**config.mk**
```make
export PLATFORM = sky130hd
export DESIGN_NAME = swctl_regs
export DESIGN_NICKNAME = d
export VERILOG_FILES = /design/src/rtl/swctl_pkg.sv /design/src/rtl/swctl_enable_reg.sv /design/src/rtl/swctl_memsel_reg.sv /design/src/rtl/swctl_cmd_fsm.sv /design/src/rtl/swctl_regs.sv
export SDC_FILE = /design/constraint.sdc
export NUM_CORES = 1
export LEC_CHECK = 0
export BUFFER_PORTS_ARGS = -buffer_cell sky130_fd_sc_hd__buf_2
export CORE_ASPECT_RATIO = 1.1
export CORE_UTILIZATION = 45
export DETAILED_ROUTE_END_ITERATION = 12
export GPL_ROUTABILITY_DRIVEN = 0
export PLACE_DENSITY = 0.87
export SYNTH_ARGS = -nofsm -noshare
export SYNTH_HDL_FRONTEND = slang
export SYNTH_HIERARCHICAL = 1
export SYNTH_SLANG_ARGS = --single-unit
```
**constraint.sdc**
```tcl
create_clock -name clk -period 1.22 [get_ports clk]
set_clock_uncertainty 0.1 [all_clocks]
set_input_delay 0.122 -clock clk [delete_from_list [all_inputs] [get_ports clk]]
set_output_delay 0.122 -clock clk [all_outputs]
set_load 0.01 [all_outputs]
```
**src/rtl/swctl_pkg.sv**
```systemverilog
package swctl_pkg;
    typedef enum logic [2:0] {
        S_OFF         = 3'd0,
        S_ON          = 3'd1,
        S_OFF_ARM_ON  = 3'd2,
        S_ON_ARM_ON   = 3'd3,
        S_OFF_ARM_OFF = 3'd4,
        S_ON_ARM_OFF  = 3'd5
    } sw_state_e;

    localparam logic [7:0] CMD_NOP      = 8'h00;
    localparam logic [7:0] CMD_GO_NOW   = 8'h11;
    localparam logic [7:0] CMD_HALT_NOW = 8'h02;
    localparam logic [7:0] CMD_GO_FRM   = 8'h01;
    localparam logic [7:0] CMD_HALT_FRM = 8'h12;
endpackage

```
**src/rtl/swctl_enable_reg.sv**
```systemverilog
module swctl_enable_reg #(
    parameter int N_EN = 7
) (
    input  logic            clk,
    input  logic            rst_n,
    input  logic            wr,
    input  logic [7:0]      wdata,
    input  logic            host_cpu,
    output logic [7:0]      q,
    output logic [N_EN-1:0] en
);
    localparam int ALL_BIT    = 7;
    localparam int BRIDGE_BIT = N_EN - 1;

    always_ff @(posedge clk or negedge rst_n) begin
        if (!rst_n) q <= 8'h00;
        else if (wr) q <= wdata;
    end

    // Lower enables: individual bit or the enable-all override
    for (genvar i = 0; i < BRIDGE_BIT; i++) begin : g_lower
        assign en[i] = q[ALL_BIT] | q[i];
    end

    // Bridge enable ignores enable-all and is dead in microprocessor mode
    assign en[BRIDGE_BIT] = q[BRIDGE_BIT] & ~host_cpu;

    assert_bridge_cpu_R4: assert property (@(posedge clk) disable iff (!rst_n)
        host_cpu |-> !en[BRIDGE_BIT]);

    assert_enable_all_R3: assert property (@(posedge clk) disable iff (!rst_n)
        (wr && wdata[ALL_BIT]) |=> (&en[BRIDGE_BIT-1:0]));
endmodule

```
**src/rtl/swctl_memsel_reg.sv**
```systemverilog
module swctl_memsel_reg #(
    parameter int          CFG_W    = 7,
    parameter int          MAX_FULL = 6,
    parameter int          MAX_CPU  = 3,
    parameter int          CFG_RST  = 1
) (
    input  logic             clk,
    input  logic             rst_n,
    input  logic             wr,
    input  logic [7:0]       wdata,
    input  logic             host_cpu,
    output logic [7:0]       q,
    output logic             subrate_en,
    output logic [CFG_W-1:0] mem_cfg
);
    localparam logic [CFG_W-1:0] LIM_FULL = CFG_W'(MAX_FULL);
    localparam logic [CFG_W-1:0] LIM_CPU  = CFG_W'(MAX_CPU);
    localparam logic [7:0]       Q_RST    = 8'(CFG_RST);

    logic [CFG_W-1:0] cfg_in;
    logic [CFG_W-1:0] limit;
    logic             accept;

    assign cfg_in = wdata[CFG_W-1:0];
    assign limit  = host_cpu ? LIM_CPU : LIM_FULL;
    assign accept = (cfg_in != '0) && (cfg_in <= limit);

    always_ff @(posedge clk or negedge rst_n) begin
        if (!rst_n) q <= Q_RST;
        else if (wr && accept) q <= wdata;
    end

    assign subrate_en = q[7];
    assign mem_cfg    = q[CFG_W-1:0];

    assert_reject_cfg_R11: assert property (@(posedge clk) disable iff (!rst_n)
        (wr && (wdata[CFG_W-1:0] == '0 ||
                (host_cpu && wdata[CFG_W-1:0] > LIM_CPU) ||
                wdata[CFG_W-1:0] > LIM_FULL)) |=> $stable(q));

    assert_accept_cfg_R11: assert property (@(posedge clk) disable iff (!rst_n)
        (wr && wdata[CFG_W-1:0] == 1) |=> (mem_cfg == 1 && subrate_en == $past(wdata[7])));
endmodule

```
**src/rtl/swctl_cmd_fsm.sv**
```systemverilog
module swctl_cmd_fsm
    import swctl_pkg::*;
(
    input  logic       clk,
    input  logic       rst_n,
    input  logic       cmd_wr,
    input  logic [7:0] cmd_code,
    input  logic       frame_pulse,
    output logic       sw_active,
    output logic [7:0] pend_code
);
    sw_state_e state_q, state_d;

    logic is_go_now, is_halt_now, is_go_frm, is_halt_frm, cmd_take;

    assign is_go_now   = (cmd_code == CMD_GO_NOW);
    assign is_halt_now = (cmd_code == CMD_HALT_NOW);
    assign is_go_frm   = (cmd_code == CMD_GO_FRM);
    assign is_halt_frm = (cmd_code == CMD_HALT_FRM);
    assign cmd_take    = cmd_wr && (is_go_now || is_halt_now || is_go_frm || is_halt_frm);

    // State register
    always_ff @(posedge clk or negedge rst_n) begin
        if (!rst_n) state_q <= S_OFF;
        else        state_q <= state_d;
    end

    // Outputs decoded from state
    always_comb begin
        sw_active = 1'b0;
        pend_code = CMD_NOP;
        unique case (state_q)
            S_OFF:         begin sw_active = 1'b0; pend_code = CMD_NOP;      end
            S_ON:          begin sw_active = 1'b1; pend_code = CMD_NOP;      end
            S_OFF_ARM_ON:  begin sw_active = 1'b0; pend_code = CMD_GO_FRM;   end
            S_ON_ARM_ON:   begin sw_active = 1'b1; pend_code = CMD_GO_FRM;   end
            S_OFF_ARM_OFF: begin sw_active = 1'b0; pend_code = CMD_HALT_FRM; end
            S_ON_ARM_OFF:  begin sw_active = 1'b1; pend_code = CMD_HALT_FRM; end
            default:       begin sw_active = 1'b0; pend_code = CMD_NOP;      end
        endcase
    end

    // Next state: a taken command wins over the frame pulse
    always_comb begin
        state_d = state_q;
        if (cmd_take) begin
            if (is_go_now)        state_d = S_ON;
            else if (is_halt_now) state_d = S_OFF;
            else if (is_go_frm)   state_d = sw_active ? S_ON_ARM_ON  : S_OFF_ARM_ON;
            else                  state_d = sw_active ? S_ON_ARM_OFF : S_OFF_ARM_OFF;
        end else if (frame_pulse) begin
            unique case (state_q)
                S_OFF_ARM_ON, S_ON_ARM_ON:   state_d = S_ON;
                S_OFF_ARM_OFF, S_ON_ARM_OFF: state_d = S_OFF;
                default:                     state_d = state_q;
            endcase
        end
    end

    assert_go_now_R5: assert property (@(posedge clk) disable iff (!rst_n)
        (cmd_wr && cmd_code == CMD_GO_NOW) |=> (sw_active && pend_code == CMD_NOP));

    assert_halt_now_R5: assert property (@(posedge clk) disable iff (!rst_n)
        (cmd_wr && cmd_code == CMD_HALT_NOW) |=> (!sw_active && pend_code == CMD_NOP));

    assert_frame_start_R6: assert property (@(posedge clk) disable iff (!rst_n)
        (frame_pulse && !cmd_wr && pend_code == CMD_GO_FRM) |=> (sw_active && pend_code == CMD_NOP));

    assert_hold_R7: assert property (@(posedge clk) disable iff (!rst_n)
        (!cmd_wr && !frame_pulse) |=> ($stable(sw_active) && $stable(pend_code)));

    assert_unlisted_R10: assert property (@(posedge clk) disable iff (!rst_n)
        (cmd_wr && !frame_pulse && cmd_code != CMD_NOP && cmd_code != CMD_GO_NOW &&
         cmd_code != CMD_HALT_NOW && cmd_code != CMD_GO_FRM && cmd_code != CMD_HALT_FRM)
        |=> ($stable(sw_active) && $stable(pend_code)));
endmodule

```
**src/rtl/swctl_regs.sv**
```systemverilog
module swctl_regs #(
    parameter int              ADDR_W   = 12,
    parameter logic [ADDR_W-1:0] OFS_EN  = 12'h103,
    parameter logic [ADDR_W-1:0] OFS_CMD = 12'h104,
    parameter logic [ADDR_W-1:0] OFS_MEM = 12'h105
) (
    input  logic              clk,
    input  logic              rst_n,
    input  logic              wr_en,
    input  logic [ADDR_W-1:0] addr,
    input  logic [7:0]        wdata,
    output logic [7:0]        rdata,
    input  logic              frame_pulse,
    input  logic              host_cpu,
    output logic [6:0]        out_en,
    output logic              sw_active,
    output logic              subrate_en,
    output logic [6:0]        mem_cfg
);
    localparam int N_EN  = 7;
    localparam int CFG_W = 7;

    logic       sel_en, sel_cmd, sel_mem;
    logic [7:0] en_q, mem_q, pend_code;

    assign sel_en  = (addr == OFS_EN);
    assign sel_cmd = (addr == OFS_CMD);
    assign sel_mem = (addr == OFS_MEM);

    swctl_enable_reg #(.N_EN(N_EN)) u_en (
        .clk(clk), .rst_n(rst_n), .wr(wr_en && sel_en), .wdata(wdata),
        .host_cpu(host_cpu), .q(en_q), .en(out_en)
    );

    swctl_cmd_fsm u_cmd (
        .clk(clk), .rst_n(rst_n), .cmd_wr(wr_en && sel_cmd), .cmd_code(wdata),
        .frame_pulse(frame_pulse), .sw_active(sw_active), .pend_code(pend_code)
    );

    swctl_memsel_reg #(.CFG_W(CFG_W)) u_mem (
        .clk(clk), .rst_n(rst_n), .wr(wr_en && sel_mem), .wdata(wdata),
        .host_cpu(host_cpu), .q(mem_q), .subrate_en(subrate_en), .mem_cfg(mem_cfg)
    );

    always_comb begin
        if (sel_en)       rdata = en_q;
        else if (sel_cmd) rdata = pend_code;
        else if (sel_mem) rdata = mem_q;
        else              rdata = 8'h00;
    end
endmodule

```
Word level (Yosys, flattened, before mapping)
Cells that the tools add are included.

Register bits after elaboration: 19. Output and inout port bits: 24. Logic and storage cells: 54.

$lt $le $gt $ge: 1. Equal/unequal tests: 12. Mux-type cells: 14. Bitwise gates (word level): 8. Reductions and logical operators: 16.

Operators by type and width (number): == test 12 x 9 -> 1 bit, second input constant (3); two-way mux 8 bit (3); two-way mux 3 bit (6); == test 8 x 5 -> 1 bit, second input constant (2); one-hot mux 5 bit (2 select lines) (1); == test 8 x 1 -> 1 bit, second input constant (1); == test 8 x 2 -> 1 bit, second input constant (1); less-or-equal comparator 7 bit (1); nonzero test 7 bit (1); == test 3 x 2 -> 1 bit, second input constant (2); == test 3 bit, second input constant (2); logical AND 1 bit (6); OR 1 bit (6); one-hot mux 3 bit (2 select lines) (1); OR reduction 2 bit (2); == test 3 x 1 -> 1 bit, second input constant (1); logical OR 1 bit (3); two-way mux 1 bit (3); nonzero test 3 bit (1); OR reduction 3 bit (1); AND reduction 2 bit (1); nonzero test 2 bit (1); bitwise AND 1 bit (1); NOT 1 bit (1).

Logic depth before layout (Yosys ltp)
Depth after elaboration: 8. Depth in mapped cells: 6. Depth with buffers taken out: 6.

Hierarchy
Netlist, hierarchy kept.

By module, submodules not included: swctl_memsel_reg (times used 1, cells each 33, area each 436.7 sq um, sequential area each 201.4 sq um); swctl_enable_reg (times used 1, cells each 24, area each 375.4 sq um, sequential area each 200.2 sq um); swctl_cmd_fsm (times used 1, cells each 38, area each 314.1 sq um, sequential area each 75.1 sq um); swctl_regs (times used 1, cells each 41, area each 299.0 sq um, sequential area each 0.0 sq um).

Worst setup path before layout
OpenSTA, ideal clock, no wires.

Path type: input port to flip-flop. Start: input addr[4]. End: register u_cmd.state_q[2]. Arrival time: 1281 ps. Data required time: 985 ps. Slack: -296 ps. Cell stages on the path: 6. Buffers on the path: 0. Path through: nor4_2 -> nand3_1 -> nor4_1 -> nand4b_2 -> o311ai_1 -> o31ai_1.

Cells in the longest elaborated chain, start to end: 5.

Ends and longest elaborated chain: start: declaration (line swctl_regs.sv:10) `input logic [ADDR_W-1:0] addr,`; == test 12 x 9 -> 1 bit * (line swctl_regs.sv:27) `assign sel_cmd = (addr == OFS_CMD);`; logical AND 1 bit * (line swctl_regs.sv:36) `.clk(clk), .rst_n(rst_n), .cmd_wr(wr_en && sel_cmd), .cmd_code(wdata),`; logical AND 1 bit * (line swctl_cmd_fsm.sv:20) `assign cmd_take = cmd_wr && (is_go_now || is_halt_now || is_go_frm || is_halt_frm);`; nonzero test 3 bit (no line) / nonzero test 2 bit (equally long branches); AND reduction 2 bit (no line); end signal: assignment (line swctl_cmd_fsm.sv:25) `else state_q <= state_d;`; end: declaration (line swctl_cmd_fsm.sv:12) `sw_state_e state_q, state_d;`.

Mark *: on every way between the ends. The rest lies on a longest branch, timed or not. A chain may end at the register's enable or synchronous reset.

Worst setup path after layout
Start: register u_cmd.state_q[1]. End: output rdata[0].

Cells in the longest elaborated chain, start to end: 5.

Ends and longest elaborated chain: == test 3 bit / == test 3 x 2 -> 1 bit (equally long branches) (line swctl_cmd_fsm.sv:32) `unique case (state_q)`; OR reduction 2 bit (no line); one-hot mux 5 bit (2 select lines) * (line swctl_cmd_fsm.sv:32); via pend_code[0] (line swctl_regs.sv:24) `logic [7:0] en_q, mem_q, pend_code;`; two-way mux 8 bit * (line swctl_regs.sv:47) `else if (sel_cmd) rdata = pend_code;`; two-way mux 8 bit * (line swctl_regs.sv:46) `if (sel_en) rdata = en_q;`; end: declaration (line swctl_regs.sv:12) `output logic [7:0] rdata,`.

The timed path passes the listed nets; every way through them passes the cells marked *.

==> impl_metrics.tcl <==
set metrics [dict create \
    status "complete, but fails checks" \
    violations "negative setup slack" \
    numCtsBuffers 3 \
    grt_use_met2_pct 51.3 \
    antenna_found_initial 0 \
    clk_latency_ns 0.32 \
    dpl.cell_count 230 \
    cts_buffer_depth 2 \
    grt_max_degree 20 \
    drc_errors 0 \
    viasPerCell 5.60 \
    final-seq-area_um2 478 \
    grt_overflow 0 \
    end_kind "output pin" \
    power_uw 1260 \
    rows 21 \
    die_w_um 55.7 \
    tightest_slew_ns 0.539 \
    root_buffer "clkbuf_4" \
    slew_violations 0 \
    use_met1_pct 34.2 \
    final-setup-viol-count 38 \
    htree_levels 1 \
    insertedDiodeCount 0 \
    ys_types 41 \
    grt_setup_unrepaired "yes" \
    grt_pass1_vias 1313 \
    dieArea_mm2 0.00340 \
    max_freq_mhz 574 \
    hold_violations 0 \
    worstPathArrival_ns 1.52 \
    core_area_mm2 0.00302 \
    grt_pass1_wl_um 7030 \
    synthesis.area_mm2 0.00143 \
    hp-class "input port to register" \
    cts_tree "done" \
    grt_usage_pct 27.4 \
    wire_per_inst_um 18.9 \
    clk_pin_slew_worst_paths_ns 0.13 \
    period_share_pct 143 \
    cpPeakStageDelay_ns 0.46 \
    p_leak_uw 0.00112 \
    synth_seq_cells 19 \
    powerDensity_mw_per_mm2 555 \
    drtAntennaViolNets 0 \
    syn_to_final_growth_pct 58.7 \
    finalNetCount 241 \
    fillers 180 \
    worst-setup-path-type "register to output pin" \
    place_hpwl_um 2670 \
    start_util_pct 47.2 \
    netlist_instances 136 \
    multi_input_area_um2 1000 \
    maxCapViolCount 0 \
    finalWirelength_um 4660 \
    yosys_warnings 6 \
    fin_area_mm2 0.00226 \
    drive_above_1_share_pct 70.0 \
    fin_crit_ns 1.74 \
    vdd_drop_max_uv 711 \
    critPathLaunchType "register" \
    ys.flop_type "dfrtp_1" \
    clock_sink_count 19 \
    synthArstFlopShare_pct 100 \
    maxSlewHeadroom_pct 63.9 \
    crit_chain "nor2b_1 > mux2_4 > a22oi_2 > nor2_1 > buf_2" \
    synth-edff-count 0 \
    detail_route.iter0.violations 48 \
    placed_cell_area_mm2 0.00181 \
    io_buffers 48 \
    critPathRequiredTime_ns 1.00 \
    syn_area_per_cell_um2 10.5 \
    grtUsageMet3_pct 3.57 \
    top_level_ports 49 \
    fin_cells 247 \
    first_pass_iters 4 \
    busiest_layer "met2" \
    crit_fanout 3 \
    vias 1384 \
    die_h_um 61.0 \
    setup_ws_ns -0.523 \
    yosysSeqAreaShare_pct 33.5 \
    slowest_stage "dfrtp_1" \
    post-route-util_pct 74.9 \
]
[power by group]
part           internal (uW)  total, uW  leakage [uW]  switching (uW)
logic                    123        266      0.000843             143
clock network            125        357     0.0000139             232
registers                631        633      0.000260            1.60
[cell usage in the layout (no fill, tap or decap), drive strengths merged, types with 2 or more instances in the layout]
| master | instances |
|---|---|
| buf | 86 |
| nand2 | 5 |
| or2 | 6 |
| conb | 5 |
| dfrtp | 18 |
| nand2b | 3 |
| o311ai | 2 |
| and3b | 2 |
| o21ai | 3 |
| clkbuf | 3 |
| nor2 | 15 |
| nand3 | 3 |
| ha | 2 |
| inv | 2 |
| mux2 | 20 |
| dlygate4sd3 | 2 |
| a22oi | 8 |
| nor2b | 6 |
| and2 | 5 |
| nor4 | 3 |
[cells in the mapped netlist, types with 4 or more instances]
library cell  number  area share, %
nand2_1            5            1.3
nor2_1            14            3.7
or2_2              6            2.6
mux2_2            11            8.7
nor2b_1            6            2.6
a22oi_1            8            4.2
and2_2             4            2.1
mux2_4             8            8.4
buf_4             14            7.4
dfrtp_1           18             32
[metrics by stage]
step,setup TNS [ns],setup WS [ns],hold WS [ns]
after global placement,-9.48,-0.459,-0.0218
after detailed placement,-10.44,-0.525,-0.0134
after global routing,-9.31,-0.587,0.0437
final,-7.81,-0.523,0.0483
after CTS,-6.38,-0.493,0.0313
after floorplan,-4.01,-0.247,-0.274
[path summary, 6_finish.rpt]
path                       cells past startpoint  slack (ns)                           end                    startpoint
hold / removal                                 2        0.05         u_en/q[6]$_DFFE_PN0P_                      wdata[6]
max in group asynchronous                      2        0.51         u_en/q[7]$_DFFE_PN0P_                         rst_n
hold reg to reg                                1        0.46        u_mem/q[4]$_DFFE_PN0P_        u_mem/q[4]$_DFFE_PN0P_
setup / recovery                               5       -0.52                      rdata[0]  u_cmd/state_q[1]$_DFFE_PN0P_
setup reg to reg                               6       -0.15  u_cmd/state_q[0]$_DFFE_PN0P_  u_cmd/state_q[2]$_DFFE_PN0P_
min in group asynchronous                      2        0.17        u_mem/q[4]$_DFFE_PN0P_                         rst_n
[routing by layer]
layer  part of all wire [%]  wire length (um)
met1                     39              1830
met2                     53              2480
met3                    5.9               277
met4                    1.6                76
met5                      0                 0
[repair_timing]
item | CTS | global route
resized for setup | 45 | 26
setup endpoints to repair | 38 | 42
endpoints found under the hold margin | 21 | 0
cloned | 1 | 0
hold buffers | 2 | 0
buffers inserted | 11 | 6
pin swaps | 15 | 5
[cell type report]
class,count,area share [%]
inverters,2,0.332
well taps,34,1.88
clock buffers,3,0.996
clock inverters,1,0.332
repair buffers,88,31.1
multi-input cells,100,44.2
flip-flops and latches,19,21.1
[state kept, by name, indices dropped and copies added (netlist names)]
register       cells
u_en/q             8
u_mem/q            8
u_cmd/state_q      3
[critical path: cells and delay by family (launching register included)]
kind / cells / cell delay [ns]
and+or+nand+nor: 2 / 0.22
AOI/OAI and AO/OA: 1 / 0.12
DFF: 1 / 0.46
buffers and inverters: 1 / 0.14
muxes: 1 / 0.27
[cell families (layout without fill, tap and decap cells)]
family	Yosys count	count (layout)	share of synthesized area, %
buffers and inverters	21	94	10.9
AOI/OAI and AO/OA	18	18	9.48
muxes	20	20	17.9
xor gates and xnor gates	1	1	0.615
other	1	5	0.263
adders and majority gates	2	2	1.76
and+or+nand+nor	54	54	25.6
DFF	19	19	33.5
Note: power is estimated with default switching activity, not from simulation.
